--- config.mk ---
export PLATFORM = sky130hd
export DESIGN_NAME = codec_cmd_port
export DESIGN_NICKNAME = d
export VERILOG_FILES = /design/src/rtl/codec_cmd_pkg.sv /design/src/rtl/ccd_spi_link.sv /design/src/rtl/ccd_cmd_seq.sv /design/src/rtl/ccd_reg_bank.sv /design/src/rtl/codec_cmd_port.sv
export SDC_FILE = /design/constraint.sdc
export NUM_CORES = 1
export LEC_CHECK = 0
export ABC_AREA = 1
export BUFFER_PORTS_ARGS = -buffer_cell sky130_fd_sc_hd__buf_2
export CORE_MARGIN = 2
export CORE_UTILIZATION = 30
export DETAILED_ROUTE_END_ITERATION = 8
export HOLD_SLACK_MARGIN = 0.1
export PLACE_DENSITY_LB_ADDON = 0.1
export SYNTH_ARGS = -nofsm -noshare
export SYNTH_HDL_FRONTEND = slang
export SYNTH_SLANG_ARGS = --single-unit
--- constraint.sdc ---
create_clock -name clk -period 3.7 [get_ports clk]
set_input_delay 0.74 -clock clk [delete_from_list [all_inputs] [get_ports clk]]
set_output_delay 0.74 -clock clk [all_outputs]
set_load 0.03 [all_outputs]
--- src/rtl/codec_cmd_pkg.sv ---
package codec_cmd_pkg;
  localparam int BYTE_W       = 8;
  localparam int CH_FIELD_LSB = 2;
  localparam int CH_FIELD_W   = 2;
  localparam int FMT_ALAW_BIT = 5;
  localparam int FMT_DLY_BIT  = 4;
  localparam int PWR_TX_BIT   = 1;
  localparam int PWR_RX_BIT   = 0;
  localparam int GAIN_PATH_BIT = 1;
  localparam int GAIN_HALF_BIT = 0;
  localparam int DIR_FIELD_W  = 2;

  typedef enum logic [1:0] {
    GRP_NONE = 2'd0,
    GRP_CFG  = 2'd1,
    GRP_GAIN = 2'd2,
    GRP_LIF  = 2'd3
  } cmd_grp_e;

  typedef struct packed {
    logic [BYTE_W-1:0] mode;
    logic [BYTE_W-1:0] data;
  } cmd_pair_t;

  function automatic cmd_grp_e decode_grp(input logic [BYTE_W-1:0] m);
    if (m[7:6] == 2'b10)      return GRP_CFG;
    else if (m[7:4] == 4'hC)  return GRP_GAIN;
    else if (m[7:4] == 4'hD)  return GRP_LIF;
    else                      return GRP_NONE;
  endfunction
endpackage

--- src/rtl/ccd_spi_link.sv ---
module ccd_spi_link #(
  parameter int SYNC_STAGES = 2,
  parameter int BYTE_W      = 8
) (
  input  logic              clk,
  input  logic              rst_n,
  input  logic              spi_sck,
  input  logic              spi_cs_n,
  input  logic              spi_mosi,
  input  logic              load_en,
  input  logic [BYTE_W-1:0] load_byte,
  output logic              byte_valid,
  output logic [BYTE_W-1:0] byte_data,
  output logic              short_frame,
  output logic              cs_idle,
  output logic              spi_miso
);
  localparam int CNT_W = $clog2(BYTE_W);
  localparam logic [CNT_W-1:0] LAST_BIT = CNT_W'(BYTE_W - 1);

  logic [SYNC_STAGES-1:0] sck_p, cs_p, mosi_p;
  logic sck_s, cs_s, mosi_s, sck_q, cs_q;
  logic rise, fall, cs_end;
  logic [CNT_W-1:0] bit_cnt;
  logic [BYTE_W-1:0] rx_sh, tx_sh;

  assign sck_s  = sck_p[SYNC_STAGES-1];
  assign cs_s   = cs_p[SYNC_STAGES-1];
  assign mosi_s = mosi_p[SYNC_STAGES-1];
  assign rise   = sck_s & ~sck_q & ~cs_s;
  assign fall   = ~sck_s & sck_q & ~cs_s;
  assign cs_end = cs_s & ~cs_q;

  // pin synchronisers and edge history
  always_ff @(posedge clk or negedge rst_n) begin
    if (!rst_n) begin
      sck_p  <= '0;
      cs_p   <= '1;
      mosi_p <= '0;
      sck_q  <= 1'b0;
      cs_q   <= 1'b1;
    end else begin
      sck_p  <= {sck_p[SYNC_STAGES-2:0], spi_sck};
      cs_p   <= {cs_p[SYNC_STAGES-2:0], spi_cs_n};
      mosi_p <= {mosi_p[SYNC_STAGES-2:0], spi_mosi};
      sck_q  <= sck_s;
      cs_q   <= cs_s;
    end
  end

  // receive side: bit counter, shift register, byte and short-frame strobes
  always_ff @(posedge clk or negedge rst_n) begin
    if (!rst_n) begin
      bit_cnt     <= '0;
      rx_sh       <= '0;
      byte_valid  <= 1'b0;
      byte_data   <= '0;
      short_frame <= 1'b0;
    end else begin
      byte_valid  <= rise && (bit_cnt == LAST_BIT);
      short_frame <= cs_end && (bit_cnt != '0);
      if (rise) begin
        rx_sh     <= {rx_sh[BYTE_W-2:0], mosi_s};
        byte_data <= {rx_sh[BYTE_W-2:0], mosi_s};
      end
      if (cs_s)
        bit_cnt <= '0;
      else if (rise)
        bit_cnt <= (bit_cnt == LAST_BIT) ? '0 : bit_cnt + 1'b1;
    end
  end

  // transmit side: load wins, shift only on falling edges inside a byte
  always_ff @(posedge clk or negedge rst_n) begin
    if (!rst_n)
      tx_sh <= '0;
    else if (load_en)
      tx_sh <= load_byte;
    else if (fall && (bit_cnt != '0))
      tx_sh <= {tx_sh[BYTE_W-2:0], 1'b0};
  end

  assign spi_miso = tx_sh[BYTE_W-1];
  assign cs_idle  = cs_s;
endmodule

--- src/rtl/ccd_cmd_seq.sv ---
module ccd_cmd_seq
  import codec_cmd_pkg::*;
(
  input  logic              clk,
  input  logic              rst_n,
  input  logic              byte_valid,
  input  logic [BYTE_W-1:0] byte_data,
  input  logic              short_frame,
  input  logic [BYTE_W-1:0] status_byte,
  output logic [CH_FIELD_W-1:0] status_ch,
  output logic              load_en,
  output logic [BYTE_W-1:0] load_byte,
  output logic              have_mode,
  output logic              cmd_valid,
  output cmd_pair_t         cmd
);
  logic [BYTE_W-1:0] mode_q;

  always_ff @(posedge clk or negedge rst_n) begin
    if (!rst_n) begin
      have_mode <= 1'b0;
      mode_q    <= '0;
      cmd_valid <= 1'b0;
      cmd       <= '0;
    end else begin
      cmd_valid <= byte_valid && have_mode && !short_frame;
      if (byte_valid && have_mode)
        cmd <= '{mode: mode_q, data: byte_data};
      if (short_frame) begin
        have_mode <= 1'b0;
      end else if (byte_valid) begin
        have_mode <= !have_mode;
        if (!have_mode) mode_q <= byte_data;
      end
    end
  end

  // status is captured the moment a line-interface mode byte completes
  assign status_ch = byte_data[CH_FIELD_LSB +: CH_FIELD_W];
  assign load_en   = byte_valid;
  assign load_byte = (!have_mode && decode_grp(byte_data) == GRP_LIF) ? status_byte : '0;
endmodule

--- src/rtl/ccd_reg_bank.sv ---
module ccd_reg_bank
  import codec_cmd_pkg::*;
#(
  parameter int NCH    = 4,
  parameter int SLOT_W = 8,
  parameter int GAIN_W = 14,
  parameter int LIF_W  = 5
) (
  input  logic                   clk,
  input  logic                   rst_n,
  input  logic                   cmd_valid,
  input  cmd_pair_t              cmd,
  input  logic [NCH*LIF_W-1:0]   lif_pins,
  input  logic [CH_FIELD_W-1:0]  status_ch,
  output logic [BYTE_W-1:0]      status_byte,
  output logic                   alaw_sel,
  output logic                   delay_frame,
  output logic [NCH-1:0]         rx_pwr,
  output logic [NCH-1:0]         tx_pwr,
  output logic [NCH*SLOT_W-1:0]  rx_slot,
  output logic [NCH*SLOT_W-1:0]  tx_slot,
  output logic [NCH*GAIN_W-1:0]  rx_gain,
  output logic [NCH*GAIN_W-1:0]  tx_gain,
  output logic [NCH*DIR_FIELD_W-1:0] lif_dir_in,
  output logic [NCH*LIF_W-1:0]   lif_out
);
  localparam int HALF_W  = GAIN_W / 2;
  localparam int PEER_W  = BYTE_W - LIF_W;

  cmd_grp_e grp;
  logic [CH_FIELD_W-1:0] cmd_ch;
  assign grp    = decode_grp(cmd.mode);
  assign cmd_ch = cmd.mode[CH_FIELD_LSB +: CH_FIELD_W];

  wire [LIF_W-1:0] io_state [NCH];

  // shared format selections
  always_ff @(posedge clk or negedge rst_n) begin
    if (!rst_n) begin
      alaw_sel    <= 1'b0;
      delay_frame <= 1'b0;
    end else if (cmd_valid && grp == GRP_CFG) begin
      alaw_sel    <= cmd.mode[FMT_ALAW_BIT];
      delay_frame <= cmd.mode[FMT_DLY_BIT];
    end
  end

  for (genvar c = 0; c < NCH; c++) begin : g_ch
    logic hit;
    logic rxp_q, txp_q;
    logic [SLOT_W-1:0] rxs_q, txs_q;
    logic [GAIN_W-1:0] rxg_q, txg_q;
    logic [DIR_FIELD_W-1:0] dir_q;
    logic [LIF_W-1:0] out_q;

    assign hit = cmd_valid && (int'(cmd_ch) == c);

    // power and slots
    always_ff @(posedge clk or negedge rst_n) begin
      if (!rst_n) begin
        rxp_q <= 1'b0;
        txp_q <= 1'b0;
        rxs_q <= '0;
        txs_q <= '0;
      end else if (hit && grp == GRP_CFG) begin
        if (!cmd.mode[PWR_RX_BIT] && !cmd.mode[PWR_TX_BIT]) begin
          rxp_q <= 1'b0;
          txp_q <= 1'b0;
        end else begin
          if (cmd.mode[PWR_RX_BIT]) begin
            rxp_q <= 1'b1;
            rxs_q <= cmd.data[SLOT_W-1:0];
          end
          if (cmd.mode[PWR_TX_BIT]) begin
            txp_q <= 1'b1;
            txs_q <= cmd.data[SLOT_W-1:0];
          end
        end
      end
    end

    // gain coefficient halves
    always_ff @(posedge clk or negedge rst_n) begin
      if (!rst_n) begin
        rxg_q <= '0;
        txg_q <= '0;
      end else if (hit && grp == GRP_GAIN) begin
        case ({cmd.mode[GAIN_PATH_BIT], cmd.mode[GAIN_HALF_BIT]})
          2'b00:   rxg_q[HALF_W-1:0]      <= cmd.data[HALF_W-1:0];
          2'b01:   rxg_q[GAIN_W-1:HALF_W] <= cmd.data[GAIN_W-HALF_W-1:0];
          2'b10:   txg_q[HALF_W-1:0]      <= cmd.data[HALF_W-1:0];
          default: txg_q[GAIN_W-1:HALF_W] <= cmd.data[GAIN_W-HALF_W-1:0];
        endcase
      end
    end

    // line-interface direction and levels
    always_ff @(posedge clk or negedge rst_n) begin
      if (!rst_n) begin
        dir_q <= '1;
        out_q <= '0;
      end else if (hit && grp == GRP_LIF) begin
        dir_q <= cmd.mode[DIR_FIELD_W-1:0];
        out_q <= cmd.data[LIF_W-1:0];
      end
    end

    for (genvar i = 0; i < LIF_W; i++) begin : g_io
      if (i < DIR_FIELD_W) begin : g_bidir
        assign io_state[c][i] = dir_q[i] ? lif_pins[c*LIF_W+i] : out_q[i];
      end else begin : g_outonly
        assign io_state[c][i] = out_q[i];
      end
    end

    assign rx_pwr[c] = rxp_q;
    assign tx_pwr[c] = txp_q;
    assign rx_slot[c*SLOT_W +: SLOT_W] = rxs_q;
    assign tx_slot[c*SLOT_W +: SLOT_W] = txs_q;
    assign rx_gain[c*GAIN_W +: GAIN_W] = rxg_q;
    assign tx_gain[c*GAIN_W +: GAIN_W] = txg_q;
    assign lif_dir_in[c*DIR_FIELD_W +: DIR_FIELD_W] = dir_q;
    assign lif_out[c*LIF_W +: LIF_W] = out_q;
  end

  // status byte: addressed channel reversed in the top bits, peer I/O0 below
  always_comb begin
    status_byte = '0;
    if (int'(status_ch) < NCH) begin
      for (int i = 0; i < LIF_W; i++)
        status_byte[BYTE_W-1-i] = io_state[status_ch][i];
    end
    for (int k = 0; k < PEER_W; k++) begin
      if (k + 1 < NCH)
        status_byte[PEER_W-1-k] = io_state[k+1][0];
    end
  end
endmodule

--- src/rtl/codec_cmd_port.sv ---
module codec_cmd_port
  import codec_cmd_pkg::*;
#(
  parameter int NCH         = 4,
  parameter int SLOT_W      = 8,
  parameter int GAIN_W      = 14,
  parameter int LIF_W       = 5,
  parameter int SYNC_STAGES = 2
) (
  input  logic                   clk,
  input  logic                   rst_n,
  input  logic                   spi_sck,
  input  logic                   spi_cs_n,
  input  logic                   spi_mosi,
  output logic                   spi_miso,
  input  logic [NCH*LIF_W-1:0]   lif_pins,
  output logic                   alaw_sel,
  output logic                   delay_frame,
  output logic [NCH-1:0]         rx_pwr,
  output logic [NCH-1:0]         tx_pwr,
  output logic [NCH*SLOT_W-1:0]  rx_slot,
  output logic [NCH*SLOT_W-1:0]  tx_slot,
  output logic [NCH*GAIN_W-1:0]  rx_gain,
  output logic [NCH*GAIN_W-1:0]  tx_gain,
  output logic [NCH*2-1:0]       lif_dir_in,
  output logic [NCH*LIF_W-1:0]   lif_out
);
  logic              byte_valid, short_frame, cs_idle, load_en, have_mode, cmd_valid;
  logic [BYTE_W-1:0] byte_data, load_byte, status_byte;
  logic [CH_FIELD_W-1:0] status_ch;
  cmd_pair_t         cmd;

  ccd_spi_link #(.SYNC_STAGES(SYNC_STAGES), .BYTE_W(BYTE_W)) u_link (
    .clk(clk), .rst_n(rst_n),
    .spi_sck(spi_sck), .spi_cs_n(spi_cs_n), .spi_mosi(spi_mosi),
    .load_en(load_en), .load_byte(load_byte),
    .byte_valid(byte_valid), .byte_data(byte_data),
    .short_frame(short_frame), .cs_idle(cs_idle), .spi_miso(spi_miso)
  );

  ccd_cmd_seq u_seq (
    .clk(clk), .rst_n(rst_n),
    .byte_valid(byte_valid), .byte_data(byte_data), .short_frame(short_frame),
    .status_byte(status_byte), .status_ch(status_ch),
    .load_en(load_en), .load_byte(load_byte),
    .have_mode(have_mode), .cmd_valid(cmd_valid), .cmd(cmd)
  );

  ccd_reg_bank #(.NCH(NCH), .SLOT_W(SLOT_W), .GAIN_W(GAIN_W), .LIF_W(LIF_W)) u_regs (
    .clk(clk), .rst_n(rst_n),
    .cmd_valid(cmd_valid), .cmd(cmd), .lif_pins(lif_pins),
    .status_ch(status_ch), .status_byte(status_byte),
    .alaw_sel(alaw_sel), .delay_frame(delay_frame),
    .rx_pwr(rx_pwr), .tx_pwr(tx_pwr), .rx_slot(rx_slot), .tx_slot(tx_slot),
    .rx_gain(rx_gain), .tx_gain(tx_gain),
    .lif_dir_in(lif_dir_in), .lif_out(lif_out)
  );
endmodule

==> flow_metrics.py, run 1 <==
metrics = {
    "sta": {
        "grt_setup_unrepaired": "false",
        "fin_skew_ns": 0.01647,
        "min_period_over_period_pct": 63.88,
        "fin_tns_setup_ns": 0,
        "slew_headroom_pct": 32.29,
        "drv_slew": 0,
        "max_freq_ghz": 0.4231,
        "worstMarginPinSlew_ns": 1.010,
        "finalCriticalPeriod_ns": 2.364,
        "setup_viol": 0,
        "finalHoldViolations": 0,
    },
    "cells_and_area": {
        "drive_above_1_share_pct": 26.44,
        "areaGrowthSynthToFinish_pct": 22.59,
        "diodes": 0,
        "n_fill_cell": 3580,
        "fin_area_sq_um": 12820,
        "final_nets": 1267,
    },
    "die": {
        "dieArea_sq_um": 36380,
        "io_pins": 240,
        "coreArea_sq_um": 34460,
        "rows": 68,
        "die_width_um": 190.7,
        "start_util_pct": 30.36,
        "die_h_um": 190.7,
    },
    "cts": {
        "cts_sinks": 269,
        "cts_made_buffers": 30,
        "post_cts_resize_count": 0,
        "cts-hold-fix-buffers": 0,
        "clk_latency_ns": 0.55,
        "cts_tree": "yes",
        "clock_path_buffers": 3,
        "post-cts-setup-buffers": 0,
        "htreeDepth": 1,
        "clk_pin_slew_ns": 0.06,
        "cts-root-buf": "clkbuf_16",
    },
    "placement": {
        "gp_congestion": 0.7563,
        "io_buffers": 227,
        "dp_hpwl_um": 20640,
        "placed_area_sq_um": 11880,
    },
    "yosys": {
        "yosys-top-cells-count": "nand2_1 (298), dfrtp_1 (258), o21ai_0 (254), inv_1 (47), clkbuf_1 (25)",
        "synthFlopType": "dfrtp_1",
        "synthesis.area_sq_um": 10460,
        "synth_nets": 1056,
        "synth-warning-count": 0,
        "ys_seq_elements": 269,
        "postSynthAreaPerCell_sq_um": 10.18,
        "yosysSeqAreaShare_pct": 64.48,
        "synth.distinct_cells": 28,
        "netlist.area_leader.share_pct": 61.72,
        "synthTopCellsByArea": "dfrtp_1 (62%), o21ai_0 (12%), nand2_1 (11%)",
        "synth-async-reset-ratio_pct": 100.0,
        "synth_edf_count": 0,
        "synthCells": 1028,
        "yosys.cell_count.top_type": "nand2_1",
        "synth_top_area_cell": "dfrtp_1",
    },
    "power_and_ir_drop": {
        "p_total_mw": 6.137,
        "leakagePower_nw": 6.364,
        "peakVddDrop_uv": 363.7,
        "p_per_area_nw_per_um2": 478.5,
    },
    "drt": {
        "drt_iter0_drc": 495,
        "via_per_inst": 4.497,
        "via_count": 7726,
        "route.detailed.drc": 0,
        "drtAntennaViolNets": 0,
        "wl_per_cell_um": 18.00,
        "firstDrtPassIters": 5,
        "routed_wl_um": 30930,
    },
    "worst_hold_path": {
        "hold_path_class": "input pin to async pin",
    },
    "critical_path": {
        "cp-end-kind": "flip-flop",
        "worstPathRequired_ns": 4.11,
        "crit_path_top_delay_cell": "dfrtp_1",
        "crit_buf_inv": 1,
        "crit_path_max_fanout": 14,
        "r2r_slack_ns": 1.34,
        "slowest_delay_ns": 0.79,
        "cp_cell_sequence": "inv_1 > nor2_2 > nand3_1 > nand2_1 > o21ai_0",
        "criticalPathCategory": "flip-flop to flip-flop",
        "cp_top_family": "simple AND/OR/NAND/NOR gates",
        "worstSetupStartpointType": "flip-flop",
        "arrival_ns": 2.77,
    },
    "global_routing": {
        "track_usage_pct": 17.07,
        "grt_pass1_wl_um": 47190,
        "grt_max_degree": 87,
        "use_met1_pct": 25.14,
        "grt.busiest_layer": "met2",
        "gr-total-overflow": 0,
        "gr-usage-met3_pct": 3.607,
        "antenna_found_initial": 1,
        "grt_pass1_vias": 7320,
        "grtUsageMet2_pct": 25.71,
    },
    "status": {
        "status": "completed",
    },
    "flow_run": {
        "maxCapViolations": 0,
    },
}
-- metrics by stage --
stage | hold WS (ns) | cells | setup slack (ns) | utilization, %
2_1_floorplan | 0.3312 | 1028 | 2.293 | -
3_3_place_gp | 0.3399 | 1662 | 1.261 | 34.47
3_5_place_dp | 0.3347 | 1662 | 1.250 | 34.47
4_1_cts | 0.2199 | 1718 | 1.228 | 37.22
5_1_grt | 0.2534 | 1718 | 1.091 | 37.22
6_report | 0.2137 | 1718 | 1.336 | 37.22
-- kinds of logic after synthesis --
kind of cell | count (synthesis) | synth area share [%]
AO/OA/AOI/OAI | 272 | 13.30
adder cells (fa/ha/maj) | 3 | 0.3588
buffers and inverters | 111 | 5.920
flip-flops | 269 | 64.48
AND/OR/NAND/NOR | 373 | 15.94
-- sequential cells by signal (all words and copies together), names as in the netlist, 16 cells and up --
register and cells:
u_seq.cmd 16, u_regs.g_ch.txs_q 32, u_regs.g_ch.out_q 20, u_regs.g_ch.rxg_q 56
u_regs.g_ch.rxs_q 32, u_regs.g_ch.txg_q 56
-- metal layers --
metal  vias to the layer above  part of all wire [%]
met5                         -                     0
met4                         0                   1.6
met3                        35                   6.3
met2                       215                    44
met1                      3691                    48
li1                       3785                     -
-- worst paths after layout --
kind                                      start                        to  cells past startpoint
worst min-delay path                      rst_n   u_regs.g_ch[3].rxs_q[0]                      1
worst max-delay path               u_seq.cmd[8]  u_regs.g_ch[1].rxg_q[13]                      5
min in group clk                       spi_cs_n            u_link.cs_p[0]                      1
worst min register to register  u_link.sck_p[0]           u_link.sck_p[1]                      0
max in group asynchronous                 rst_n      u_regs.g_ch[1].rxp_q                      2
worst max register to register     u_seq.cmd[8]  u_regs.g_ch[1].rxg_q[13]                      5
-- area by class of cell --
type | count | area (sq um) | share of cell area [%]
Tap cell | 455 | 569.3 | 4.439
Clock buffer | 50 | 887.1 | 6.917
Timing Repair Buffer | 239 | 1274 | 9.932
Clock inverter | 6 | 61.31 | 0.4780
Inverter | 51 | 191.4 | 1.493
Multi-Input combinational cell | 648 | 3097 | 24.15
Sequential cell | 269 | 6745 | 52.60
-- power by group --
part | internal (mW) | total [mW] | leakage (nW) | switching, mW
sequential | 3.00 | 3.04 | 3.68 | 0.0412
clock | 1.69 | 2.89 | 0.459 | 1.19
combinational | 0.0597 | 0.212 | 2.23 | 0.152
total | 4.75 | 6.14 | 6.36 | 1.38
-- worst register-to-register path: cells and delay by family (launching register included) --
kind                   cells  cell delay (ns)
AND/OR/NAND/NOR            3             0.99
flip-flops                 1             0.79
buffers and inverters      1             0.35
AO/OA/AOI/OAI              1             0.09
-- placed cells by master, fill, tap and decap left out, types with 2 or more instances in the layout --
| cell | n |
|---|---|
| nor2_2 | 4 |
| clkinv_2 | 3 |
| buf_2 | 226 |
| nand3_4 | 10 |
| nand2_1 | 298 |
| nand2_2 | 6 |
| o21ai_0 | 254 |
| inv_2 | 4 |
| nor3_2 | 3 |
| ha_1 | 3 |
| nand4_1 | 2 |
| nor2_1 | 21 |
| nor2_4 | 4 |
| nand3_1 | 19 |
| o21ai_1 | 3 |
| clkbuf_1 | 15 |
| o21ai_2 | 8 |
| inv_1 | 47 |
| a21oi_1 | 7 |
| dfrtp_1 | 258 |
| buf_4 | 9 |
| nand2_4 | 2 |
| dfstp_2 | 11 |
| buf_12 | 3 |
| clkbuf_8 | 4 |
| clkbuf_16 | 31 |
Power figures use the tool's default switching activity.
==> inputs of run 2 (changes only) <==
--- a/config.mk
+++ b/config.mk
@@ -5,7 +5,7 @@
 export SDC_FILE = /design/constraint.sdc
 export NUM_CORES = 1
 export LEC_CHECK = 0
-export ABC_AREA = 1
+export ABC_AREA = 0
 export BUFFER_PORTS_ARGS = -buffer_cell sky130_fd_sc_hd__buf_2
 export CORE_MARGIN = 2
 export CORE_UTILIZATION = 30
==> constraint.sdc (replaced) <==
create_clock -name clk -period 2.3 [get_ports clk]
set_input_delay 0.46 -clock clk [delete_from_list [all_inputs] [get_ports clk]]
set_output_delay 0.46 -clock clk [all_outputs]
set_load 0.03 [all_outputs]
==> run 2 against run 1 <==
Compared with the run above: non-clock buffer count is 13 higher; via count is 17% lower; maximum frequency is 17% higher; die area is 1.6% higher; final cell count is 18% lower; register-to-register slack worse by 1.1 ns; synthesized cell count is 33% lower; clock skew is 0.0073 ns higher; clock power is 74% higher; hold slack better by 0.027 ns; largest cell class unchanged; highest routed layer unchanged.
==> flow_metrics.py, run 2 <==
metrics = {
    "cts": {
        "cts-root-buf": "clkbuf_16",
        "clk_pin_slew_ns": 0.06,
        "htreeDepth": 1,
        "cts_sinks": 269,
        "post-cts-setup-buffers": 0,
        "cts_made_buffers": 31,
        "cts_tree": "yes",
        "post_cts_resize_count": 0,
        "clock_path_buffers": 3,
        "cts-hold-fix-buffers": 4,
        "clk_latency_ns": 0.56,
    },
    "yosys": {
        "synth-async-reset-ratio_pct": 100.0,
        "ys_seq_elements": 269,
        "yosys.cell_count.top_type": "dfrtp_1",
        "synthesis.area_sq_um": 10630,
        "synth.distinct_cells": 40,
        "synth-warning-count": 0,
        "synth_edf_count": 0,
        "yosys-top-cells-count": "dfrtp_1 (258), mux2_2 (236), clkbuf_1 (24), nand2_1 (21), nor2_2 (15)",
        "synth_top_area_cell": "dfrtp_1",
        "netlist.area_leader.share_pct": 60.75,
        "synthFlopType": "dfrtp_1",
        "synth_nets": 719,
        "yosysSeqAreaShare_pct": 63.47,
        "synthCells": 691,
        "postSynthAreaPerCell_sq_um": 15.38,
        "synthTopCellsByArea": "dfrtp_1 (61%), mux2_2 (25%), dfstp_2 (2.7%)",
    },
    "sta": {
        "setup_viol": 0,
        "finalCriticalPeriod_ns": 2.028,
        "slew_headroom_pct": 50.39,
        "max_freq_ghz": 0.4930,
        "fin_tns_setup_ns": 0,
        "worstMarginPinSlew_ns": 0.7441,
        "min_period_over_period_pct": 88.19,
        "drv_slew": 0,
        "fin_skew_ns": 0.02380,
        "grt_setup_unrepaired": "false",
        "finalHoldViolations": 0,
    },
    "cells_and_area": {
        "seq_area_sq_um": 6745,
        "areaGrowthSynthToFinish_pct": 26.05,
        "diodes": 0,
        "multi_input_area_sq_um": 3608,
        "drive_above_1_share_pct": 60.42,
        "layout_commonest_cell": "dfrtp_1",
        "n_fill_cell": 3384,
        "layout.cells.most_common_list": "dfrtp_1 (258), mux2_2 (236), buf_2 (226)",
        "top_regs": "u_regs.g_ch.rxg_q (56), u_regs.g_ch.txg_q (56)",
        "final_nets": 959,
    },
    "critical_path": {
        "crit_path_top_delay_cell": "dfrtp_1",
        "cp-end-kind": "flip-flop",
        "cp_cell_sequence": "and2b_1 > nand2_1 > nor2_2 > mux2_2",
        "crit_buf_inv": 0,
        "slowest_delay_ns": 0.52,
        "criticalPathCategory": "flip-flop to flip-flop",
        "worstSetupStartpointType": "flip-flop",
        "crit_path_max_fanout": 9,
        "worstPathRequired_ns": 2.73,
        "arrival_ns": 2.46,
        "cp_top_family": "simple AND/OR/NAND/NOR gates",
    },
    "die": {
        "rows": 68,
        "dieArea_sq_um": 36950,
        "start_util_pct": 30.62,
        "die_h_um": 192.2,
        "io_pins": 240,
        "coreArea_sq_um": 34710,
        "die_width_um": 192.2,
    },
    "drt": {
        "via_per_inst": 4.575,
        "drt_iter0_drc": 209,
        "via_count": 6451,
        "met1Wirelength_um": 13430,
        "routed_wl_um": 28420,
        "firstDrtPassIters": 4,
        "met3WireLength_um": 1809,
        "wl_per_cell_um": 20.15,
        "drtAntennaViolNets": 0,
        "top_layer": "met4",
        "wl_met2_um": 12760,
        "route.detailed.drc": 0,
    },
    "flow_run": {
        "maxCapViolations": 0,
    },
    "global_routing": {
        "grt_pass1_vias": 6583,
        "antenna_found_initial": 1,
        "gr-total-overflow": 0,
        "grt_max_degree": 69,
        "grt_pass1_wl_um": 42990,
        "track_usage_pct": 15.39,
    },
    "placement": {
        "dp_hpwl_um": 19380,
        "gp_congestion": 0.7225,
        "io_buffers": 227,
    },
    "power_and_ir_drop": {
        "p_total_mw": 10.33,
        "p_per_area_nw_per_um2": 771.2,
        "leakagePower_nw": 7.223,
        "peakVddDrop_uv": 547.5,
    },
    "worst_hold_path": {
        "hold_path_class": "input pin to flip-flop",
    },
    "status": {
        "status": "completed",
    },
}
[run 2: cell types whose count changed after synthesis, sizes merged, moves of 4 or more]
cell / before / now
nand3: 30 / 7
mux2i: 0 / 9
mux4: 0 / 5
o21ai: 265 / 8
nand2: 306 / 25
mux2: 0 / 236
nor2b: 0 / 5
nor3b: 0 / 4
inv: 51 / 9
nor2: 29 / 25
buf: 35 / 21
o22a: 0 / 7
[run 2: final cells by class]
cell class | instances | share of cell area (%)
clock buffer | 48 | 6.865
tap | 455 | 4.250
clock inverter | 9 | 0.9433
inverter | 9 | 0.2522
multi-input combinational | 368 | 26.94
sequential | 269 | 50.35
timing repair buffer | 252 | 10.40
[run 2: path summary, 6_finish.rpt]
path | start | endpoint | slack [ns] | depth (start not counted)
min in group asynchronous | rst_n | u_regs.g_ch[3].rxs_q[5] | 0.35 | 2
max in group asynchronous | rst_n | u_regs.g_ch[1].dir_q[0] | 1.22 | 3
max reg2reg | u_seq.cmd[11] | u_regs.g_ch[2].out_q[0] | 0.27 | 4
max | u_seq.cmd[11] | u_regs.g_ch[2].out_q[0] | 0.27 | 4
min reg2reg | u_link.mosi_p[0] | u_link.mosi_p[1] | 0.35 | 0
min | lif_pins[15] | u_link.tx_sh[0] | 0.24 | 3
[run 2: worst min-delay path, stage by stage]
cell,delay (ns)
buf_2,0.08
mux2i_1,0.09
o22ai_1,0.11
[run 2: per-stage QoR]
stage | instance area, sq um | utilization (%) | hold slack, ns | worst slack (ns) | instances
6_report | 13400 | 38.59 | 0.2403 | 0.2716 | 1410
5_1_grt | 13400 | 38.59 | 0.2617 | 0.1315 | 1410
4_1_cts | 13400 | 38.59 | 0.2053 | 0.2343 | 1410
3_5_place_dp | 12310 | 35.46 | 0.3364 | 0.2392 | 1349
3_3_place_gp | 12310 | 35.46 | 0.3351 | 0.2381 | 1349
2_1_floorplan | 10630 | - | 0.1644 | 0.5869 | 691
[run 2: metal layers]
layer	vias to the layer above	GRT usage, %
li1	2904	-
met1	3341	21.93
met2	173	23.74
met3	33	3.782
met4	0	3.200
met5	-	0
[run 2: report_power, final]
part	internal [mW]	switching, mW	leakage (nW)
clock	3.07	1.95	0.513
combinational	0.156	0.156	3.03
sequential	4.85	0.153	3.68
total	8.07	2.26	7.22
[run 2: logic make-up after synthesis]
logic type / after synthesis / share of synthesized area (%)
XOR/XNOR: 1 / 0.08243
flip-flops: 269 / 63.47
AO/OA/AOI/OAI: 25 / 1.436
AND/OR/NAND/NOR: 89 / 5.168
multiplexers: 250 / 26.91
adder cells (fa/ha/maj): 3 / 0.3532
buffers and inverters: 54 / 2.578
==> inputs of run 3 (changes only) <==
--- a/config.mk
+++ b/config.mk
@@ -7,11 +7,14 @@
 export LEC_CHECK = 0
 export ABC_AREA = 0
 export BUFFER_PORTS_ARGS = -buffer_cell sky130_fd_sc_hd__buf_2
+export CELL_PAD_IN_SITES_DETAIL_PLACEMENT = 0
+export CELL_PAD_IN_SITES_GLOBAL_PLACEMENT = 1
 export CORE_MARGIN = 2
 export CORE_UTILIZATION = 30
 export DETAILED_ROUTE_END_ITERATION = 8
 export HOLD_SLACK_MARGIN = 0.1
 export PLACE_DENSITY_LB_ADDON = 0.1
+export SLEW_MARGIN = 20
 export SYNTH_ARGS = -nofsm -noshare
 export SYNTH_HDL_FRONTEND = slang
 export SYNTH_SLANG_ARGS = --single-unit
==> run 3 against run 2 <==
Compared with the run above: first-iteration DRC count decreased by 2.4%; total power increased by 3.4%; wire length increased by 3.7%; worst setup slack improved by 0.032 ns; cell area increased by 1.0%; clock skew decreased by 0.0035 ns; clock power increased by 6.8%; register-to-register slack improved by 0.03 ns; combinational power increased by 2%; global-route usage increased by 0.66 points; clock-buffer cell count increased by 6; critical path depth unchanged.
==> flow_metrics.py, run 3 (synthesis gave the netlist of run 2 again) <==
metrics = {
    "status": {
        "status": "completed",
    },
    "cts": {
        "clk_pin_slew_ns": 0.06,
        "cts-root-buf": "clkbuf_16",
        "post_cts_resize_count": 0,
        "cts_tree": "yes",
        "cts_sinks": 269,
        "cts_made_buffers": 34,
        "htreeDepth": 2,
        "clock_path_buffers": 3,
        "clk_latency_ns": 0.51,
        "post-cts-setup-buffers": 0,
    },
    "die": {
        "die_h_um": 192.2,
        "rows": 68,
        "die_width_um": 192.2,
        "dieArea_sq_um": 36950,
        "io_pins": 240,
        "start_util_pct": 30.62,
        "coreArea_sq_um": 34710,
    },
    "flow_run": {
        "maxCapViolations": 0,
    },
    "sta": {
        "slew_headroom_pct": 44.16,
        "drv_slew": 0,
        "fin_skew_ns": 0.02034,
        "fin_ws_ns": 0.3032,
        "fin_tns_setup_ns": 0,
        "finalCriticalPeriod_ns": 1.997,
        "finalHoldViolations": 0,
        "worstMarginPinSlew_ns": 0.8376,
        "setup_viol": 0,
        "min_period_over_period_pct": 86.82,
        "max_freq_ghz": 0.5008,
        "fin_hold_ws_ns": 0.2747,
        "grt_setup_unrepaired": "false",
    },
    "critical_path": {
        "cp-end-kind": "flip-flop",
        "worstPathRequired_ns": 2.68,
        "cp_cell_sequence": "and4bb_2 > nand3_1 > nor2_2 > mux2_2",
        "worstSetupStartpointType": "flip-flop",
        "arrival_ns": 2.37,
        "slowest_delay_ns": 0.45,
        "criticalPathCategory": "flip-flop to flip-flop",
        "r2r_slack_ns": 0.30,
        "crit_path_top_delay_cell": "nor2_2",
        "crit_path_max_fanout": 7,
    },
    "drt": {
        "routed_wl_um": 29470,
        "drt_iter0_drc": 204,
        "drtAntennaViolNets": 0,
        "via_per_inst": 4.575,
        "via_count": 6510,
        "firstDrtPassIters": 4,
        "wl_per_cell_um": 20.71,
        "route.detailed.drc": 0,
    },
    "power_and_ir_drop": {
        "peakVddDrop_uv": 516.9,
        "leakagePower_nw": 7.299,
        "p_per_area_nw_per_um2": 789.4,
    },
    "placement": {
        "dp_hpwl_um": 19840,
        "place_ws_ns": 0.2641,
        "gp_congestion": 0.6796,
        "io_buffers": 227,
    },
    "cells_and_area": {
        "drive_above_1_share_pct": 60.91,
        "final_nets": 971,
        "layout_commonest_cell": "dfrtp_1",
        "layout.cells.most_common_list": "dfrtp_1 (257), mux2_2 (236), buf_2 (226)",
        "top_regs": "u_regs.g_ch.rxg_q (56), u_regs.g_ch.txg_q (56)",
        "areaGrowthSynthToFinish_pct": 27.37,
    },
    "global_routing": {
        "grt_pass1_wl_um": 44350,
        "antenna_found_initial": 1,
        "grt_pass1_vias": 6816,
        "grt_max_degree": 66,
        "gr-total-overflow": 0,
        "track_usage_pct": 16.05,
    },
    "worst_hold_path": {
        "hold_path_class": "input pin to flip-flop",
    },
}
run 3: cell types whose count changed in the layout (fill, tap and decap cells not counted), sizes merged:
| cell | before | now |
|---|---|---|
| inv | 10 | 11 |
| clkbuf | 48 | 54 |
| clkinv | 4 | 1 |
| bufinv | 3 | 2 |
| buf | 248 | 257 |
| diode | 0 | 1 |
run 3: repair_timing:
item,CTS,global route
endpoints found under the hold margin,56,0
hold buffers,4,0
setup endpoints to repair,0,0
run 3: stage by stage:
step | instances | total power, mW | cell area (sq um) | util, %
2_1_floorplan | 691 | 5.203 | 10630 | -
3_3_place_gp | 1358 | 5.423 | 12370 | 35.62
3_5_place_dp | 1358 | 5.424 | 12370 | 35.62
4_1_cts | 1422 | 10.88 | 13530 | 38.99
5_1_grt | 1422 | 11.13 | 13530 | 38.99
6_report | 1423 | 10.69 | 13540 | 39.00
run 3: final timing paths:
check	cells after the start	end	start
worst max-delay path	4	u_regs.g_ch[0].txg_q[12]	u_seq.cmd[12]
max in group asynchronous	3	u_regs.g_ch[0].rxs_q[5]	rst_n
min in group asynchronous	2	u_regs.g_ch[2].txs_q[6]	rst_n
worst max register to register	4	u_regs.g_ch[0].txg_q[12]	u_seq.cmd[12]
worst min register to register	0	u_link.cs_p[1]	u_link.cs_p[0]
worst min-delay path	3	u_link.tx_sh[0]	lif_pins[15]
run 3: layer usage:
layer	track usage, %	wire length (um)	up-vias
li1	-	-	2926
met1	21.71	13270	3372
met2	24.58	13320	172
met3	5.555	2344	40
met4	4.022	536	0
met5	0	0	-
run 3: layout make-up:
| cell class | instances | area [sq um] |
|---|---|---|
| clock buffers | 54 | 1037 |
| fillers | 3423 | 21180 |
| inverters | 9 | 33.78 |
| clock inverters | 6 | 90.09 |
| repair buffers | 261 | 1449 |
| diodes | 1 | 2.502 |
| well taps | 455 | 569.3 |
| multi-input cells | 368 | 3608 |
| flip-flops and latches | 269 | 6746 |
run 3: where the power goes:
| group | total [mW] | internal, mW | switching (mW) |
|---|---|---|---|
| registers | 5.01 | 4.85 | 0.159 |
| logic | 0.319 | 0.159 | 0.160 |
| clock network | 5.36 | 3.32 | 2.04 |
run 3: worst max-delay path, delay by kind of cell (launching register included):
kind / cells / cell delay (ns)
flip-flops: 1 / 0.40
multiplexers: 1 / 0.39
AND/OR/NAND/NOR: 3 / 1.07
